**src/rtl/afg_pkg.sv**
```systemverilog
package afg_pkg;

   typedef enum logic [1:0] {
      WSEL_BYTE  = 2'b00,
      WSEL_WORD  = 2'b01,
      WSEL_DWORD = 2'b10,
      WSEL_DWALT = 2'b11
   } wsel_e;

   // packed so that bit 5 is overflow and bit 0 is carry
   typedef struct packed {
      logic ovf;
      logic sgn;
      logic zer;
      logic aux;
      logic par;
      logic cry;
   } flags_t;

   localparam int FLAG_COUNT = 6;

endpackage

```
**src/rtl/afg_operand_prep.sv**
```systemverilog
module afg_operand_prep #(
   parameter int BYTE_W = 8
) (
   input  logic [4*BYTE_W-1:0] op_a,
   input  logic [4*BYTE_W-1:0] op_b,
   input  logic                carry_in,
   input  logic                sub_sel,
   input  logic [1:0]          width_sel,
   output logic [4*BYTE_W-1:0] lane_mask,
   output logic [4*BYTE_W-1:0] x_eff,
   output logic [4*BYTE_W-1:0] y_eff,
   output logic                cin_eff
);
   localparam int DW = 4 * BYTE_W;
   localparam int WW = 2 * BYTE_W;

   always_comb begin
      case (width_sel)
         afg_pkg::WSEL_BYTE: lane_mask = {{(DW - BYTE_W){1'b0}}, {BYTE_W{1'b1}}};
         afg_pkg::WSEL_WORD: lane_mask = {{(DW - WW){1'b0}}, {WW{1'b1}}};
         default:            lane_mask = {DW{1'b1}};
      endcase
   end

   // subtraction is A + ~B + ~borrow, with B inverted only inside the lane
   always_comb begin
      x_eff   = op_a & lane_mask;
      y_eff   = (sub_sel ? ~op_b : op_b) & lane_mask;
      cin_eff = carry_in ^ sub_sel;
   end

endmodule

```
**src/rtl/afg_carry_chain.sv**
```systemverilog
module afg_carry_chain #(
   parameter int DW          = 32,
   parameter int CARRY_STYLE = 0
) (
   input  logic [DW-1:0] x,
   input  logic [DW-1:0] y,
   input  logic          cin,
   output logic [DW-1:0] sum,
   output logic [DW:0]   carry
);
   // carry[i] is the carry into bit i, carry[DW] the final carry out
   generate
      if (CARRY_STYLE == 0) begin : g_ripple
         assign carry[0] = cin;
         for (genvar i = 0; i < DW; i++) begin : g_bit
            assign sum[i]     = x[i] ^ y[i] ^ carry[i];
            assign carry[i+1] = (x[i] & y[i]) | (carry[i] & (x[i] ^ y[i]));
         end
      end else begin : g_wide
         logic [DW:0] wide;
         assign wide      = {1'b0, x} + {1'b0, y} + {{DW{1'b0}}, cin};
         assign sum       = wide[DW-1:0];
         assign carry[DW] = wide[DW];
         for (genvar i = 0; i < DW; i++) begin : g_rec
            assign carry[i] = x[i] ^ y[i] ^ wide[i];
         end
      end
   endgenerate

endmodule

```
**src/rtl/afg_flag_logic.sv**
```systemverilog
module afg_flag_logic #(
   parameter int BYTE_W = 8
) (
   input  logic [4*BYTE_W-1:0] sum,
   input  logic [4*BYTE_W:0]   carry,
   input  logic [4*BYTE_W-1:0] lane_mask,
   input  logic                sub_sel,
   input  logic [1:0]          width_sel,
   output logic [4*BYTE_W-1:0] result,
   output afg_pkg::flags_t     flags
);
   localparam int DW      = 4 * BYTE_W;
   localparam int WW      = 2 * BYTE_W;
   localparam int NIB_BIT = BYTE_W / 2;

   logic c_top_out;
   logic c_top_in;
   logic top_bit;

   always_comb begin
      case (width_sel)
         afg_pkg::WSEL_BYTE: begin
            c_top_out = carry[BYTE_W];
            c_top_in  = carry[BYTE_W-1];
            top_bit   = sum[BYTE_W-1];
         end
         afg_pkg::WSEL_WORD: begin
            c_top_out = carry[WW];
            c_top_in  = carry[WW-1];
            top_bit   = sum[WW-1];
         end
         default: begin
            c_top_out = carry[DW];
            c_top_in  = carry[DW-1];
            top_bit   = sum[DW-1];
         end
      endcase
   end

   always_comb begin
      result    = sum & lane_mask;
      flags.cry = c_top_out ^ sub_sel;
      flags.par = ~^result[BYTE_W-1:0];
      flags.aux = carry[NIB_BIT] ^ sub_sel;
      flags.zer = ~|result;
      flags.sgn = top_bit;
      flags.ovf = c_top_out ^ c_top_in;
   end

endmodule

```
**src/rtl/afg_status_reg.sv**
```systemverilog
module afg_status_reg (
   input  logic            clk,
   input  logic            rst_n,
   input  logic            capture,
   input  afg_pkg::flags_t flags_d,
   output afg_pkg::flags_t flags_q
);
   always_ff @(posedge clk or negedge rst_n) begin
      if (!rst_n) begin
         flags_q <= '0;
      end else if (capture) begin
         flags_q <= flags_d;
      end
   end

endmodule

```
**src/rtl/arith_flag_unit.sv**
```systemverilog
module arith_flag_unit #(
   parameter int BYTE_W      = 8,
   parameter int CARRY_STYLE = 0,
   localparam int DW         = 4 * BYTE_W
) (
   input  logic          clk,
   input  logic          rst_n,
   input  logic [DW-1:0] op_a,
   input  logic [DW-1:0] op_b,
   input  logic          carry_in,
   input  logic          sub_sel,
   input  logic [1:0]    width_sel,
   input  logic          capture,
   output logic [DW-1:0] result,
   output logic          flag_c,
   output logic          flag_p,
   output logic          flag_a,
   output logic          flag_z,
   output logic          flag_s,
   output logic          flag_o,
   output logic [5:0]    status_q
);
   generate
      if (BYTE_W < 4 || (BYTE_W % 2) != 0) begin : g_bad_byte
         $error("arith_flag_unit: BYTE_W must be even and at least 4");
      end
      if (CARRY_STYLE != 0 && CARRY_STYLE != 1) begin : g_bad_style
         $error("arith_flag_unit: CARRY_STYLE must be 0 or 1");
      end
   endgenerate

   logic [DW-1:0]   lane_mask;
   logic [DW-1:0]   x_eff;
   logic [DW-1:0]   y_eff;
   logic            cin_eff;
   logic [DW-1:0]   sum;
   logic [DW:0]     carry;
   afg_pkg::flags_t flags_now;
   afg_pkg::flags_t flags_held;

   afg_operand_prep #(.BYTE_W(BYTE_W)) u_prep (
      .op_a      (op_a),
      .op_b      (op_b),
      .carry_in  (carry_in),
      .sub_sel   (sub_sel),
      .width_sel (width_sel),
      .lane_mask (lane_mask),
      .x_eff     (x_eff),
      .y_eff     (y_eff),
      .cin_eff   (cin_eff)
   );

   afg_carry_chain #(.DW(DW), .CARRY_STYLE(CARRY_STYLE)) u_chain (
      .x     (x_eff),
      .y     (y_eff),
      .cin   (cin_eff),
      .sum   (sum),
      .carry (carry)
   );

   afg_flag_logic #(.BYTE_W(BYTE_W)) u_flags (
      .sum       (sum),
      .carry     (carry),
      .lane_mask (lane_mask),
      .sub_sel   (sub_sel),
      .width_sel (width_sel),
      .result    (result),
      .flags     (flags_now)
   );

   afg_status_reg u_stat (
      .clk     (clk),
      .rst_n   (rst_n),
      .capture (capture),
      .flags_d (flags_now),
      .flags_q (flags_held)
   );

   assign flag_c   = flags_now.cry;
   assign flag_p   = flags_now.par;
   assign flag_a   = flags_now.aux;
   assign flag_z   = flags_now.zer;
   assign flag_s   = flags_now.sgn;
   assign flag_o   = flags_now.ovf;
   assign status_q = flags_held;

endmodule

```
**config.mk**
```make
export PLATFORM = sky130hd
export DESIGN_NAME = arith_flag_unit
export DESIGN_NICKNAME = d
export VERILOG_FILES = /design/src/rtl/afg_pkg.sv /design/src/rtl/afg_operand_prep.sv /design/src/rtl/afg_carry_chain.sv /design/src/rtl/afg_flag_logic.sv /design/src/rtl/afg_status_reg.sv /design/src/rtl/arith_flag_unit.sv
export SDC_FILE = /design/constraint.sdc
export NUM_CORES = 1
export LEC_CHECK = 0
export CAP_MARGIN = 20
export CORE_ASPECT_RATIO = 1.1
export CORE_MARGIN = 2
export CORE_UTILIZATION = 31
export CTS_CLUSTER_SIZE = 24
export DETAILED_ROUTE_END_ITERATION = 10
export PLACE_DENSITY = 0.68
export SLEW_MARGIN = 20
export SYNTH_ARGS = -nofsm -noshare
export SYNTH_HDL_FRONTEND = slang
export SYNTH_SLANG_ARGS = --single-unit
export TNS_END_PERCENT = 10
```
**constraint.sdc**
```tcl
create_clock -name clk -period 17.7 [get_ports clk]
set_input_delay 2.655 -clock clk [delete_from_list [all_inputs] [get_ports clk]]
set_output_delay 2.655 -clock clk [all_outputs]
set_load 0.005 [all_outputs]
```
**After elaboration in Yosys (flattened, before gate mapping)**

Cells that the tools add are included.
Widths: inputs -> output; s select.

- Mux-type cells: 5
- Bitwise logic cells: 168
- Reduce and logical (&&, ||, !) cells: 4
- Eq/ne operators: 1

Operators by type and width:

| kind | count |
|---|---|
| $and 32x32->32 | 3 |
| $xor 1x1->1 | 68 |
| $and 1x1->1 | 64 |
| $pmux 32 s2 | 1 |
| $mux 32 | 1 |
| $not 32->32 | 1 |
| $or 1x1->1 | 32 |
| $reduce_or 32->1 | 1 |
| $reduce_xnor 8->1 | 1 |
| $pmux 1 s2 | 3 |
| $eq 2x1->1 const B | 1 |
| $logic_not 2->1 | 1 |
| $logic_not 1->1 | 1 |

- Output and inout port bits: 44
- Logic and storage cells: 184
- Register bits: 6

**Logic depth before layout (Yosys ltp)**

Gate-level depths: netlist of the first run.

- Word-level depth: 70
- Depth in mapped cells: 43
- Gate-level depth less buffers: 41

**Hierarchy**

From an unflattened synthesis of the first run, not the netlist that was laid out.

- Cells, all modules: 248
- Area, all modules: 2316.0 µm²

By module, submodules not included:

| module | instances | sequential area each (µm²) | cells each | area an instance (µm²) |
|---|---|---|---|---|
| afg_operand_prep | 1 | 0.0 | 131 | 960.9 |
| afg_carry_chain | 1 | 0.0 | 33 | 648.1 |
| afg_flag_logic | 1 | 0.0 | 71 | 455.4 |
| afg_status_reg | 1 | 150.1 | 13 | 251.5 |

**Worst setup path before layout of the first run**

No wires, ideal clock.

- Path kind: input port to output port
- Start point: in sub_sel
- End point: out flag_z
- Buffers on the path: 2
- Arrival: 16321 ps
- Path slack: -1276 ps
- Cell stages on the path: 43
- Data required time: 15045 ps
- Cells stage by stage: clkbuf_1 > buf_2 > xnor2_1 > fa_1 > inv_1 > fa_1 > inv_1 > fa_1 > inv_1 > fa_1 > fa_1 > inv_1 > fa_1 > fa_1 > fa_1 > fa_1 > fa_1 > fa_1 > (+7 left out) > fa_1 > fa_1 > fa_1 > fa_1 > fa_1 > fa_1 > fa_1 > fa_1 > fa_1 > fa_1 > fa_1 > fa_1 > fa_1 > fa_1 > nand4_1 > nor4_1 > a21oi_1 > nor2_1

- Word-level cells in the longest chain between the ends: 69
- Elaborated cells on any way between the ends: 163
- Classes of those cells: 1 x mux; 160 x bitwise; 2 x reduce/logical

RTL lines:

| element | line | source |
|---|---|---|
| start: declaration | arith_flag_unit.sv:11 | `input logic sub_sel,` |
| $mux 32 | afg_operand_prep.sv:28 | `y_eff = (sub_sel ? ~op_b : op_b) & lane_mask;` |
| $and 32x32->32 | afg_operand_prep.sv:28 |  |
| $xor 1x1->1 | afg_carry_chain.sv:16, afg_carry_chain.sv:17 |  |
| $and 1x1->1 | afg_carry_chain.sv:17 | `assign carry[i+1] = (x[i] & y[i]) \| (carry[i] & (x[i] ^ y[i]));` |
| $or 1x1->1 | afg_carry_chain.sv:17 |  |
| $and 1x1->1 | afg_carry_chain.sv:17 |  |
| $or 1x1->1 | afg_carry_chain.sv:17 |  |
| $and 1x1->1 | afg_carry_chain.sv:17 |  |
| (+53 left out) | -- |  |
| $and 1x1->1 | afg_carry_chain.sv:17 |  |
| $or 1x1->1 | afg_carry_chain.sv:17 |  |
| $and 1x1->1 | afg_carry_chain.sv:17 |  |
| $or 1x1->1 | afg_carry_chain.sv:17 |  |
| $xor 1x1->1 | afg_carry_chain.sv:16 | `assign sum[i] = x[i] ^ y[i] ^ carry[i];` |
| $and 32x32->32 * | afg_flag_logic.sv:41 | `result = sum & lane_mask;` |
| $reduce_or 32->1 * | afg_flag_logic.sv:45 | `flags.zer = ~\|result;` |
| $logic_not 1->1 * | afg_flag_logic.sv:45 |  |
| end: declaration | arith_flag_unit.sv:18 | `output logic flag_z,` |

Mark *: on every way between the ends. The rest lies on a longest branch, timed or not.

**Worst setup path in the final report of the first run**

- Start point: in carry_in
- End point: out flag_z

- Word-level cells in the longest chain between the ends: 67
- Elaborated cells on any way between the ends: 98
- Classes of those cells: 96 x bitwise; 2 x reduce/logical

RTL lines:

| element | line | source |
|---|---|---|
| start: declaration | arith_flag_unit.sv:10 | `input logic carry_in,` |
| $xor 1x1->1 * | afg_operand_prep.sv:29 | `cin_eff = carry_in ^ sub_sel;` |
| $and 1x1->1 | afg_carry_chain.sv:17 |  |
| $or 1x1->1 | afg_carry_chain.sv:17 |  |
| $and 1x1->1 | afg_carry_chain.sv:17 |  |
| $or 1x1->1 | afg_carry_chain.sv:17 |  |
| $and 1x1->1 | afg_carry_chain.sv:17 |  |
| $or 1x1->1 | afg_carry_chain.sv:17 |  |
| $and 1x1->1 | afg_carry_chain.sv:17 |  |
| (+51 left out) | -- |  |
| $and 1x1->1 | afg_carry_chain.sv:17 |  |
| $or 1x1->1 | afg_carry_chain.sv:17 |  |
| $and 1x1->1 | afg_carry_chain.sv:17 |  |
| $or 1x1->1 | afg_carry_chain.sv:17 |  |
| $xor 1x1->1 | afg_carry_chain.sv:16 |  |
| $and 32x32->32 * | afg_flag_logic.sv:41 |  |
| $reduce_or 32->1 * | afg_flag_logic.sv:45 |  |
| $logic_not 1->1 * | afg_flag_logic.sv:45 |  |

Marked as above.

==> results of run 1 <==
-- routing by layer --
layer	track usage, %	vias to the layer above
li1	-	906
met1	19.7	842
met2	29.6	54
met3	2.23	2
met4	1.46	0
met5	0	-
-- cells in the mapped netlist (all sizes together), types with 5 or more instances --
library cell,count
nor2b,16
nand4,6
nand2,51
inv,19
buf,5
xnor2,10
dfrtp,6
nor2,12
fa,32
mux2,6
clkbuf,9
xor2,29
-- stage by stage --
| stage | worst slack [ps] | power (uW) |
|---|---|---|
| after floorplan | 31.6 | 98.5 |
| after global placement | -958 | 183 |
| after detailed placement | -1250 | 187 |
| after CTS | -650 | 211 |
| after global routing | -797 | 224 |
| final | -386 | 206 |
-- worst max-delay path by stage --
stage	start	to	slack, ps	depth (start not counted)
2_1_floorplan	sub_sel	flag_z	30	43
3_3_place_gp	carry_in	flag_z	-960	44
3_5_place_dp	carry_in	flag_z	-1250	44
4_1_cts	carry_in	flag_z	-650	43
5_1_grt	carry_in	flag_z	-800	43
6_report	carry_in	flag_z	-390	43
-- logic make-up (layout without fill, tap and decap cells) --
logic type	after synthesis	in the layout	share of synthesized area, %
AND/OR/NAND/NOR	89	89	21.3
XOR/XNOR	39	39	18.4
adder cells (fa/ha/maj)	36	36	37.1
buffers and inverters	33	153	7.33
multiplexers	8	8	5.58
AO/OA/AOI/OAI	7	7	2.22
flip-flops	6	6	8.07
-- repair_timing --
action / 4_1_cts / 5_1_grt
setup buffers: 4 / 2
endpoints found under the setup margin: 6 / 6
pin swaps: 11 / 15
hold buffers: 0 / 0
resized for setup: 16 / 10
-- area by class of cell --
class	instances	area, um2
fill	531	2490
multi-input combinational	179	1680
timing repair buffer	131	1240
sequential	6	150
tap	77	96.3
inverter	19	71.3
clock buffer	3	41.3
-- critical path: cells and delay by family --
| family | cells | cell delay [ps] |
|---|---|---|
| adder cells (fa/ha/maj) | 32 | 11210 |
| AND/OR/NAND/NOR | 3 | 420 |
| buffers and inverters | 6 | 870 |
| AO/OA/AOI/OAI | 1 | 110 |
| XOR/XNOR | 1 | 150 |
-- layout by cell type, fill, tap and decap left out --
master,count
buf_2,2
clkbuf_2,3
a21oi_2,1
o31ai_1,1
nand3_1,2
xor2_2,1
o21bai_2,1
o21ai_1,1
xnor2_1,9
inv_2,2
dlymetal6s2s_1,1
xor2_1,28
nor2_1,12
o22ai_1,1
mux2_4,1
or2_2,1
clkdlybuf4s15_2,1
mux2i_4,1
mux2i_1,1
mux2_2,5
nor4_2,1
buf_4,18
inv_1,17
fa_2,29
clkbuf_8,3
ha_1,4
nand4_1,6
fa_1,3
clkdlybuf4s50_1,106
nor2b_1,16
dfrtp_1,6
xnor2_2,1
nand2_1,51
o21ai_0,2
-- power groups by stage --
stage	registers (uW)	clock network (uW)	logic [uW]
global route	19.8	21.5	183
detailed placement	19.5	0	167
global placement	19.3	0	163
floorplan	19.8	0	78.7
finish	19.2	20.2	166
CTS	19.3	21.0	170
==> impl_metrics.ini, run 1 <==
[worst_setup_path]
slowest_stage = fa_2
ff2ff_path_depth = 1
slowest_delay_ps = 550
crit_fanout = 2
path_common_cell = fa_2
worstPathRequired_ps = 15050
r2r-start = u_stat.flags_q[2]$_DFFE_PN0P_
crit_arrival_ps = 15430
critPathLaunchType = input pin
end_kind = primary output
timing.rr.end = u_stat.flags_q[2]$_DFFE_PN0P_
r2r_slack_ps = 16960
worst-setup-path-type = in2out

[placed_design]
placed_area_mm2 = 0.00317
io_buffers = 114
dp.cells = 407
hpwl_mm = 4.66
gp_congestion = 0.807

[yosys]
synth_cells = 218
async_reset_ff_share_pct = 100
synth_warnings = 0
synth.ff_latch_count = 6
yosysTopAreaCell = fa_1
syn_avg_cell_area_um2 = 8.53
synth_nets = 325
yosys_most_used_dff = dfrtp_1
synth-edff-count = 0
seq_area_frac_synth_pct = 8.07
synthDistinctLibCells = 26
synth.top_cell.area_share_pct = 34.4
synth_area_leaders = fa_1 (34%), xor2_1 (14%), nand2_1 (10%), dfrtp_1 (8.1%), nor2b_1 (5.4%)
netlist_area_mm2 = 0.00186

[routing]
drt-met1-wl_mm = 2.16
firstDrtPassIters = 5
wirelength_mm = 5.27
route.detailed.drc = 0
vias = 1804
via_per_inst = 4.35
wl_met3_um = 294
antenna_left = 0
top_layer = met4
drt_iter0_markers = 36
wl_per_cell_um = 12.7
met2WireLength_mm = 2.80

[sta]
fin_setup_tns_ps = -416
rsz0062_at_grt = true
fin_crit_ps = 18090
timing.fmax_ghz = 0.0553
whs_ps = 501
slew_violations = 0
relSlewSlack_pct = 69.0
fin_skew_ps = 0
setup_ws_ps = -386
finalHoldViolCount = 0
setup_viol = 2
period_share_pct = 102
worst_pin_slew_ps = 463

[cells_and_area]
reg_top3 = u_stat.flags_q (6)
diodes = 0
syn_to_final_growth_pct = 76.3
final_nets = 447
fin_cells = 415
largest_reg_flops = 6
largest-register = u_stat.flags_q
design_area_mm2 = 0.00328
fin_util_pct = 56.8
final_layout_size_suffix_gt1_share_pct = 21.0

[clock_tree]
clock-sinks = 6
clk_pin_slew_ps = 40
cts_buffers = 3
clk_root_buffer_cell = clkbuf_8
cts_tree = built
max-clock-path-buffers = 2
cts-htree-levels = 1
clk-insertion-delay-late_ps = 220

[hold_path]
hold-path-cell-count = 1
worstHoldStart = u_stat.flags_q[4]$_DFFE_PN0P_
min_to = u_stat.flags_q[4]$_DFFE_PN0P_
min_path_type = reg2reg

[die]
rows = 29
dieHeight_um = 85.3
start_util_pct = 32.2
die_w_um = 77.9
core_area_mm2 = 0.00577
die_area_mm2 = 0.00664
ioPinCount = 115

[power]
swShare_pct = 35.7
internal_power_uw = 132
power.share.clock_pct = 9.8
p_leak_uw = 0.00132
seq_power_share_pct = 9.3
p_per_area_mw_per_mm2 = 62.8
switching_power_uw = 73.5
p_comb_share_pct = 80.8
peakVddDrop_uv = 59.0

[flow_run]
cap_violations = 0

[run_status]
violations = negative setup slack
status = finished, violations left

[global_routing]
grt_max_degree = 56
grt_pass1_vias = 1827
antenna_found_initial = 0
grt.overflow.total = 0
grtUsageTotal_pct = 15.7
grt_pass1_wl_mm = 8.40
Power figures use the tool's default switching activity.
==> run 2: changes to the inputs <==
Settings changed: ABC_CLOCK_PERIOD_IN_PS set to 17700.
==> results of run 2 <==
No change in the layout: final DEF, timing and power equal those of run 1.
